<file path="config.mk">
export PLATFORM = sky130hd
export DESIGN_NAME = vif_tx_sequencer
export DESIGN_NICKNAME = d
export VERILOG_FILES = /design/src/rtl/vtxs_pkg.sv /design/src/rtl/vtxs_addr_decode.sv /design/src/rtl/vtxs_cmd_queue.sv /design/src/rtl/vtxs_status_table.sv /design/src/rtl/vif_tx_sequencer.sv
export SDC_FILE = /design/constraint.sdc
export NUM_CORES = 2
export LEC_CHECK = 0
export ABC_CLOCK_PERIOD_IN_PS = 7300
export BUFFER_PORTS_ARGS = -buffer_cell sky130_fd_sc_hd__buf_2
export CELL_PAD_IN_SITES_DETAIL_PLACEMENT = 1
export CELL_PAD_IN_SITES_GLOBAL_PLACEMENT = 1
export CORE_MARGIN = 3
export CORE_UTILIZATION = 45
export CTS_BUF_LIST = sky130_fd_sc_hd__clkbuf_4
export DETAILED_ROUTE_END_ITERATION = 16
export PLACE_DENSITY_LB_ADDON = 0.1
export REMOVE_ABC_BUFFERS = 1
export SLEW_MARGIN = 30
export SYNTH_ARGS = -nofsm -noshare
export SYNTH_HDL_FRONTEND = slang
export SYNTH_HIERARCHICAL = 1
export SYNTH_SLANG_ARGS = --single-unit
</file>
<file path="constraint.sdc">
create_clock -name clk -period 7.3 [get_ports clk]
set_input_delay 1.46 -clock clk [delete_from_list [all_inputs] [get_ports clk]]
set_output_delay 1.46 -clock clk [all_outputs]
set_load 0.05 [all_outputs]
</file>
<file path="src/rtl/vtxs_pkg.sv">
package vtxs_pkg;
  localparam int VIDX_W = 8;   // width of the interface field in the address
  localparam int VSHIFT = 8;   // position of the interface field
  localparam int LEN_W  = 20;  // fragment length width
  localparam int ST_W   = 32;
  localparam int ST_BUSY = 31;
  localparam int ST_DONE = 30;

  typedef struct packed {
    logic [VIDX_W-1:0] vif;
    logic [LEN_W-1:0]  len;
    logic              last;
  } txcmd_t;

  // interface index of a write page; mode off folds everything onto 0
  function automatic logic [VIDX_W-1:0] f_vif_index(input logic [VIDX_W-1:0] page,
                                                    input logic virt_en);
    return virt_en ? (page & 8'hff) : '0;
  endfunction

  // running byte count of a packet: restart on a first fragment
  function automatic logic [LEN_W-1:0] f_copy_len(input logic cont,
                                                  input logic [LEN_W-1:0] old,
                                                  input logic [LEN_W-1:0] add);
    return cont ? old + add : add;
  endfunction

  function automatic logic [ST_W-1:0] f_status(input logic busy, input logic done,
                                               input logic [LEN_W-1:0] len);
    logic [ST_W-1:0] w;
    w = '0;
    w[ST_BUSY] = busy;
    w[ST_DONE] = done;
    w[LEN_W-1:0] = len;
    return w;
  endfunction
endpackage

</file>
<file path="src/rtl/vtxs_addr_decode.sv">
module vtxs_addr_decode
  import vtxs_pkg::*;
#(
  parameter int ADDR_W  = 16,
  parameter int NUM_VIF = 16
) (
  input  logic [ADDR_W-1:0] addr,
  input  logic              virt_en,
  output logic [VIDX_W-1:0] vif,
  output logic              vif_ok
);
  localparam logic [VIDX_W:0] VIF_LIM = (VIDX_W+1)'(NUM_VIF);

  logic unused_offset;
  assign unused_offset = ^addr[VSHIFT-1:0];

  generate
    if (ADDR_W > VSHIFT + VIDX_W) begin : g_high
      logic unused_high;
      assign unused_high = ^addr[ADDR_W-1:VSHIFT+VIDX_W];
    end
  endgenerate

  assign vif    = f_vif_index(addr[VSHIFT +: VIDX_W], virt_en);
  assign vif_ok = ({1'b0, vif} < VIF_LIM);
endmodule

</file>
<file path="src/rtl/vtxs_cmd_queue.sv">
module vtxs_cmd_queue
  import vtxs_pkg::*;
#(
  parameter int DEPTH = 8
) (
  input  logic              clk,
  input  logic              rst_n,
  input  logic              push,
  input  txcmd_t            push_cmd,
  input  logic              pop,
  input  logic              match_en,
  input  logic [VIDX_W-1:0] match_vif,
  output logic              full,
  output logic              sel_found,
  output txcmd_t            sel_cmd
);
  localparam int IDX_W = (DEPTH > 1) ? $clog2(DEPTH) : 1;
  localparam int CNT_W = $clog2(DEPTH + 1);

  txcmd_t           q  [DEPTH];
  txcmd_t           nq [DEPTH];
  logic [CNT_W-1:0] count;
  logic [CNT_W-1:0] cnt_after_pop;
  logic [IDX_W-1:0] sel_idx;

  assign full = (count == CNT_W'(DEPTH));

  // oldest live entry, restricted to one interface when match_en is set
  always_comb begin
    sel_found = 1'b0;
    sel_idx   = '0;
    for (int i = 0; i < DEPTH; i++) begin
      if (!sel_found && (CNT_W'(i) < count) && (!match_en || q[i].vif == match_vif)) begin
        sel_found = 1'b1;
        sel_idx   = IDX_W'(i);
      end
    end
  end
  assign sel_cmd = q[sel_idx];

  // remove the issued entry by closing the gap, then append at the tail
  always_comb begin
    for (int i = 0; i < DEPTH; i++) nq[i] = q[i];
    cnt_after_pop = count;
    if (pop) begin
      for (int i = 0; i < DEPTH - 1; i++) begin
        if (IDX_W'(i) >= sel_idx) nq[i] = q[i + 1];
      end
      nq[DEPTH-1]   = '0;
      cnt_after_pop = count - 1'b1;
    end
    if (push) nq[cnt_after_pop[IDX_W-1:0]] = push_cmd;
  end

  always_ff @(posedge clk) begin
    if (!rst_n) begin
      count <= '0;
      for (int i = 0; i < DEPTH; i++) q[i] <= '0;
    end else begin
      count <= cnt_after_pop + CNT_W'(push);
      for (int i = 0; i < DEPTH; i++) q[i] <= nq[i];
    end
  end
endmodule

</file>
<file path="src/rtl/vtxs_status_table.sv">
module vtxs_status_table
  import vtxs_pkg::*;
#(
  parameter int NUM_VIF = 16,
  parameter int DEPTH   = 8
) (
  input  logic                       clk,
  input  logic                       rst_n,
  input  logic                       acc,
  input  logic [VIDX_W-1:0]          acc_vif,
  input  logic                       fire,
  input  txcmd_t                     fire_cmd,
  input  logic                       cont,
  input  logic                       lock_active,
  input  logic [VIDX_W-1:0]          lock_vif,
  input  logic [$clog2(NUM_VIF)-1:0] sel,
  output logic [ST_W-1:0]            stat_word,
  output logic [NUM_VIF-1:0]         done_vec
);
  localparam int CNT_W = $clog2(DEPTH + 1);

  logic [NUM_VIF-1:0] busy_vec;
  logic [LEN_W-1:0]   len_arr [NUM_VIF];

  genvar v;
  generate
    for (v = 0; v < NUM_VIF; v++) begin : g_vif
      logic             hit_acc;
      logic             hit_fire;
      logic [CNT_W-1:0] pend_q;
      logic             done_q;
      logic [LEN_W-1:0] len_q;

      assign hit_acc  = acc && (acc_vif == VIDX_W'(v));
      assign hit_fire = fire && (fire_cmd.vif == VIDX_W'(v));

      always_ff @(posedge clk) begin
        if (!rst_n) begin
          pend_q <= '0;
          done_q <= 1'b0;
          len_q  <= '0;
        end else begin
          pend_q <= pend_q + CNT_W'(hit_acc) - CNT_W'(hit_fire);
          if (hit_acc)                      done_q <= 1'b0;
          else if (hit_fire && fire_cmd.last) done_q <= 1'b1;
          if (hit_fire) len_q <= f_copy_len(cont, len_q, fire_cmd.len);
        end
      end

      assign busy_vec[v] = (pend_q != '0) || (lock_active && lock_vif == VIDX_W'(v));
      assign done_vec[v] = done_q;
      assign len_arr[v]  = len_q;
    end
  endgenerate

  assign stat_word = f_status(busy_vec[sel], done_vec[sel], len_arr[sel]);
endmodule

</file>
<file path="src/rtl/vif_tx_sequencer.sv">
module vif_tx_sequencer
  import vtxs_pkg::*;
#(
  parameter int ADDR_W  = 16,
  parameter int NUM_VIF = 16,
  parameter int DEPTH   = 8
) (
  input  logic                       clk,
  input  logic                       rst_n,
  input  logic                       cfg_tx_en,
  input  logic                       cfg_virt_en,
  input  logic                       wr_en,
  input  logic [ADDR_W-1:0]          wr_addr,
  input  logic [19:0]                wr_len,
  input  logic                       wr_last,
  output logic                       wr_refused,
  output logic                       cmd_valid,
  input  logic                       cmd_ready,
  output logic [7:0]                 cmd_vif,
  output logic [19:0]                cmd_len,
  output logic                       cmd_last,
  input  logic [$clog2(NUM_VIF)-1:0] stat_sel,
  output logic [31:0]                stat_word
);
  // named internal events, observed by the bound checker
  logic [VIDX_W-1:0]  w_vif;
  logic               w_vif_ok;
  logic               q_full;
  logic               sel_found;
  txcmd_t             sel_cmd;
  txcmd_t             push_cmd;
  logic               push;
  logic               fire;
  logic               locked;
  logic [VIDX_W-1:0]  lock_vif;
  logic               cont;
  logic [NUM_VIF-1:0] done_vec;

  vtxs_addr_decode #(.ADDR_W(ADDR_W), .NUM_VIF(NUM_VIF)) dec_i (
    .addr(wr_addr), .virt_en(cfg_virt_en), .vif(w_vif), .vif_ok(w_vif_ok)
  );

  assign push       = wr_en && w_vif_ok && !q_full;
  assign wr_refused = wr_en && !push;
  assign push_cmd   = '{vif: w_vif, len: wr_len, last: wr_last};

  vtxs_cmd_queue #(.DEPTH(DEPTH)) q_i (
    .clk(clk), .rst_n(rst_n),
    .push(push), .push_cmd(push_cmd), .pop(fire),
    .match_en(locked), .match_vif(lock_vif),
    .full(q_full), .sel_found(sel_found), .sel_cmd(sel_cmd)
  );

  assign cmd_valid = cfg_tx_en && sel_found;
  assign fire      = cmd_valid && cmd_ready;
  assign cmd_vif   = sel_cmd.vif;
  assign cmd_len   = sel_cmd.len;
  assign cmd_last  = sel_cmd.last;
  assign cont      = locked && (lock_vif == sel_cmd.vif);

  // binding to an interface with an open packet
  always_ff @(posedge clk) begin
    if (!rst_n) begin
      locked   <= 1'b0;
      lock_vif <= '0;
    end else if (fire) begin
      locked   <= !sel_cmd.last;
      lock_vif <= sel_cmd.vif;
    end
  end

  vtxs_status_table #(.NUM_VIF(NUM_VIF), .DEPTH(DEPTH)) st_i (
    .clk(clk), .rst_n(rst_n),
    .acc(push), .acc_vif(w_vif),
    .fire(fire), .fire_cmd(sel_cmd), .cont(cont),
    .lock_active(locked), .lock_vif(lock_vif),
    .sel(stat_sel), .stat_word(stat_word), .done_vec(done_vec)
  );
endmodule

</file>
==> summary.md <==
| Metric | Value |
|---|---|
| Number of failing hold endpoints at the final stage | 0 |
| Top fanout value on the critical path | 12 |
| Starting density of the core | between 40% and 50% |
| Number of instances in the synthesized netlist | ~6000 |
| Worst hold-check path type | flip-flop to flip-flop |
| CTS Root Buffer Type | clkbuf_4 |
| Number of global-route vias before repair | roughly 50000 |
| Die span in x | 335.8 µm |
| Number of antenna-violating nets in the routed design | 0 |
| Detailed-router iteration count before antenna repair | 6 |
| Time the worst path needs with I/O delays and setup | ~7100 ps |
| Largest stage delay on the critical path | between 600 and 700 ps |
| Largest net degree at the start of global routing | about 120 |
| Number of antenna violations at the first check in global routing | 11 |
| Hold bufs inserted after CTS | 0 |
| Area of the multi-input gates | about 34000 µm² |
| Clock Skew | 106.7 ps |
| Run status | finished, final reports clean |
| Warnings from Yosys | 6 |
| Critical path data arrival time | approximately 5700 ps |
| Global-route wire length before repair | roughly 300000 µm |
| Worst Slack Setup Final | roughly 180 ps |
| Type of the worst setup path | flip-flop to primary output |
| Rows | 120 |
| P&R area growth vs syn | 10.03% |
| # Max-Cap Violations | 0 |
| Most Used Layer, Global Route | met2 |
| Max-slew violation total from the final report | 0 |
| Port-buffer cells | a little over 90 |
| Period utilisation layout | between 90 and 100% |
| Least-Margin Pin Slew | approximately 1000 ps |
| Maximum buffer depth of the clock tree | 3 |
| Number of ports placed on the die boundary | 110 |
| Fraction of layout instances using a drive strength above 1 | between 10% and 20% |
| Detailed Route Iter0 Violations | approximately 3500 |
| Seq. cell area | ~13000 µm² |
| Insertion delay of the later-clocked pin in the worst-skew pair | approximately 1200 ps |
| Vias | roughly 50000 |
| Kind of launch point of the worst setup path | flip-flop |
| Number of nets in the layout | ~6500 |
| Commonest cells after routing, fill and taps aside | dfxtp_1, nand2_1, nor2_1, o21ai_0, a21oi_1 |
| Fmax | about 140 MHz |
| Total core area | approximately 110000 µm² |
| Placer's final routability congestion estimate | 0.9370 |
| Die outline height | ~340 µm |
| Most common library cell in the layout ignoring fill and taps | dfxtp_1 |
| Met3 Resource Use GR | roughly 5.3% |
| Number of remaining DRC errors | 0 |
| Family of cells with the greatest summed delay on the critical path | buffers and inverters |
| Cell-by-cell trace of the critical path | buf_4 -> xnor2_1 -> nand4_1 -> o21ai_0 -> and3_4 -> a2111oi_4 -> nor2_4 -> buf_4 -> buf_4 -> nand2_1 -> a311oi_4 -> buf_4 -> buf_2 |
| Die Area | 112800 µm² |
| Number of buffers created by CTS | 200 |
| Nature of the critical path endpoint | primary output |
| Wirelength per Cell | 26.73 µm |
| DP Wirelength | between 100000 and 150000 µm |
| Data required time at the worst endpoint | between 5000 and 6000 ps |
| Final wirelength | just over 200000 µm |
| Cell occurring most often along the worst timing path | buf_4 |
| Sinks on the clock net | roughly 650 |
| Setup repair after global routing missed its margin | true |
| Clock tree from TritonCTS | done |
| Clock transition at the registers of the reported paths | 70 ps |
| Post-placement cell area | between 50000 and 60000 µm² |
| Number of inserted filler cells in the final layout | 12910 |
| H-tree levels | 4 |
| Global routing met1 resource utilization | 41.19% |
| Worst slew margin relative to its limit | 30.38% |
| Per-instance average area after synthesis | ~8 µm² |
| Total overflow reported by the global router | 0 |
| Post-DR vias/cell | approximately 6.6 |
| Synthesized area | between 40000 and 50000 µm² |
| Worst slack at placement | 676.2 ps |
| Total routing usage reported by global routing | around a third |
| Final Instance Area | around 54000 µm² |
| Global Route met2 Usage | between 60% and 70% |
| Cell with the largest stage delay on the worst path | a311oi_4 |
| Final setup violation count | 0 |
| Total buffers and inverters traversed by the critical path | 5 |
[worst paths after layout]
path	start	to	slack, ps	cells after the start
hold / removal	q_i/q[7][12]	q_i/q[6][12]	490	2
setup / recovery	lock_vif[0]	cmd_len[14]	180	13
hold reg to reg	q_i/q[7][12]	q_i/q[6][12]	490	2
setup reg to reg	lock_vif[0]	st_i/g_vif[13].len_q[18]	630	18
[worst register-to-register path, cell delays in order, from the launching register on]
cell,delay (ps)
dfxtp_1,610
xnor2_1,170
nand4_1,140
o21ai_0,440
a211oi_1,250
a2111oi_4,600
buf_4,480
o21ai_0,190
a32o_1,290
a311oi_4,660
ha_1,430
a21oi_1,280
inv_1,80
o311ai_1,570
o2111ai_1,400
a31oi_1,400
o21ai_1,140
xnor2_1,150
a311oi_1,270
[layout make-up]
| type | count | area share, % |
|---|---|---|
| inverters | 228 | 1.610 |
| clock buffers | 278 | 3.875 |
| repair buffers | 263 | 3.693 |
| well taps | 1403 | 3.259 |
| clock inverters | 51 | 0.6504 |
| multi-input cells | 4692 | 62.90 |
| diodes | 7 | 0.03252 |
| flip-flops and latches | 645 | 23.98 |
[flip-flops by register name, indices dropped and copies added (netlist names)]
signal and flops:
st_i/g_vif.len_q 320, q_i/q 232, st_i/g_vif.pend_q 64, st_i/g_vif.done_q 16
lock_vif 8, q_i/count 4, locked 1
[layer usage]
metal  vias to the layer above  wire length (µm)
met4                         2             12920
met3                       582             11660
met2                      1725             95830
li1                      22550                 -
met5                         -                13
met1                     25020             81840
[what timing repair did]
action                                  in CTS  in global routing
gates cloned                                 2                  0
resized for setup                            1                  4
endpoints found under the setup margin       4                  6
pin swaps                                    3                  3
buffers inserted                             2                  2
[through the flow]
stage          instances  hold slack (ps)   TNS, ps  utilization, %
6_report            7567            490.7         0           50.10
5_1_grt             7566            531.0    -25.39           50.10
4_1_cts             7558            503.5         0           50.05
3_5_place_dp        7225            494.9         0           47.76
3_3_place_gp        7223            481.7         0           47.71
2_1_floorplan       5563            458.4  -7974920               -
Power is not shown: default switching activity piles up to over one toggle a cycle in this logic, so the estimate is an artifact.
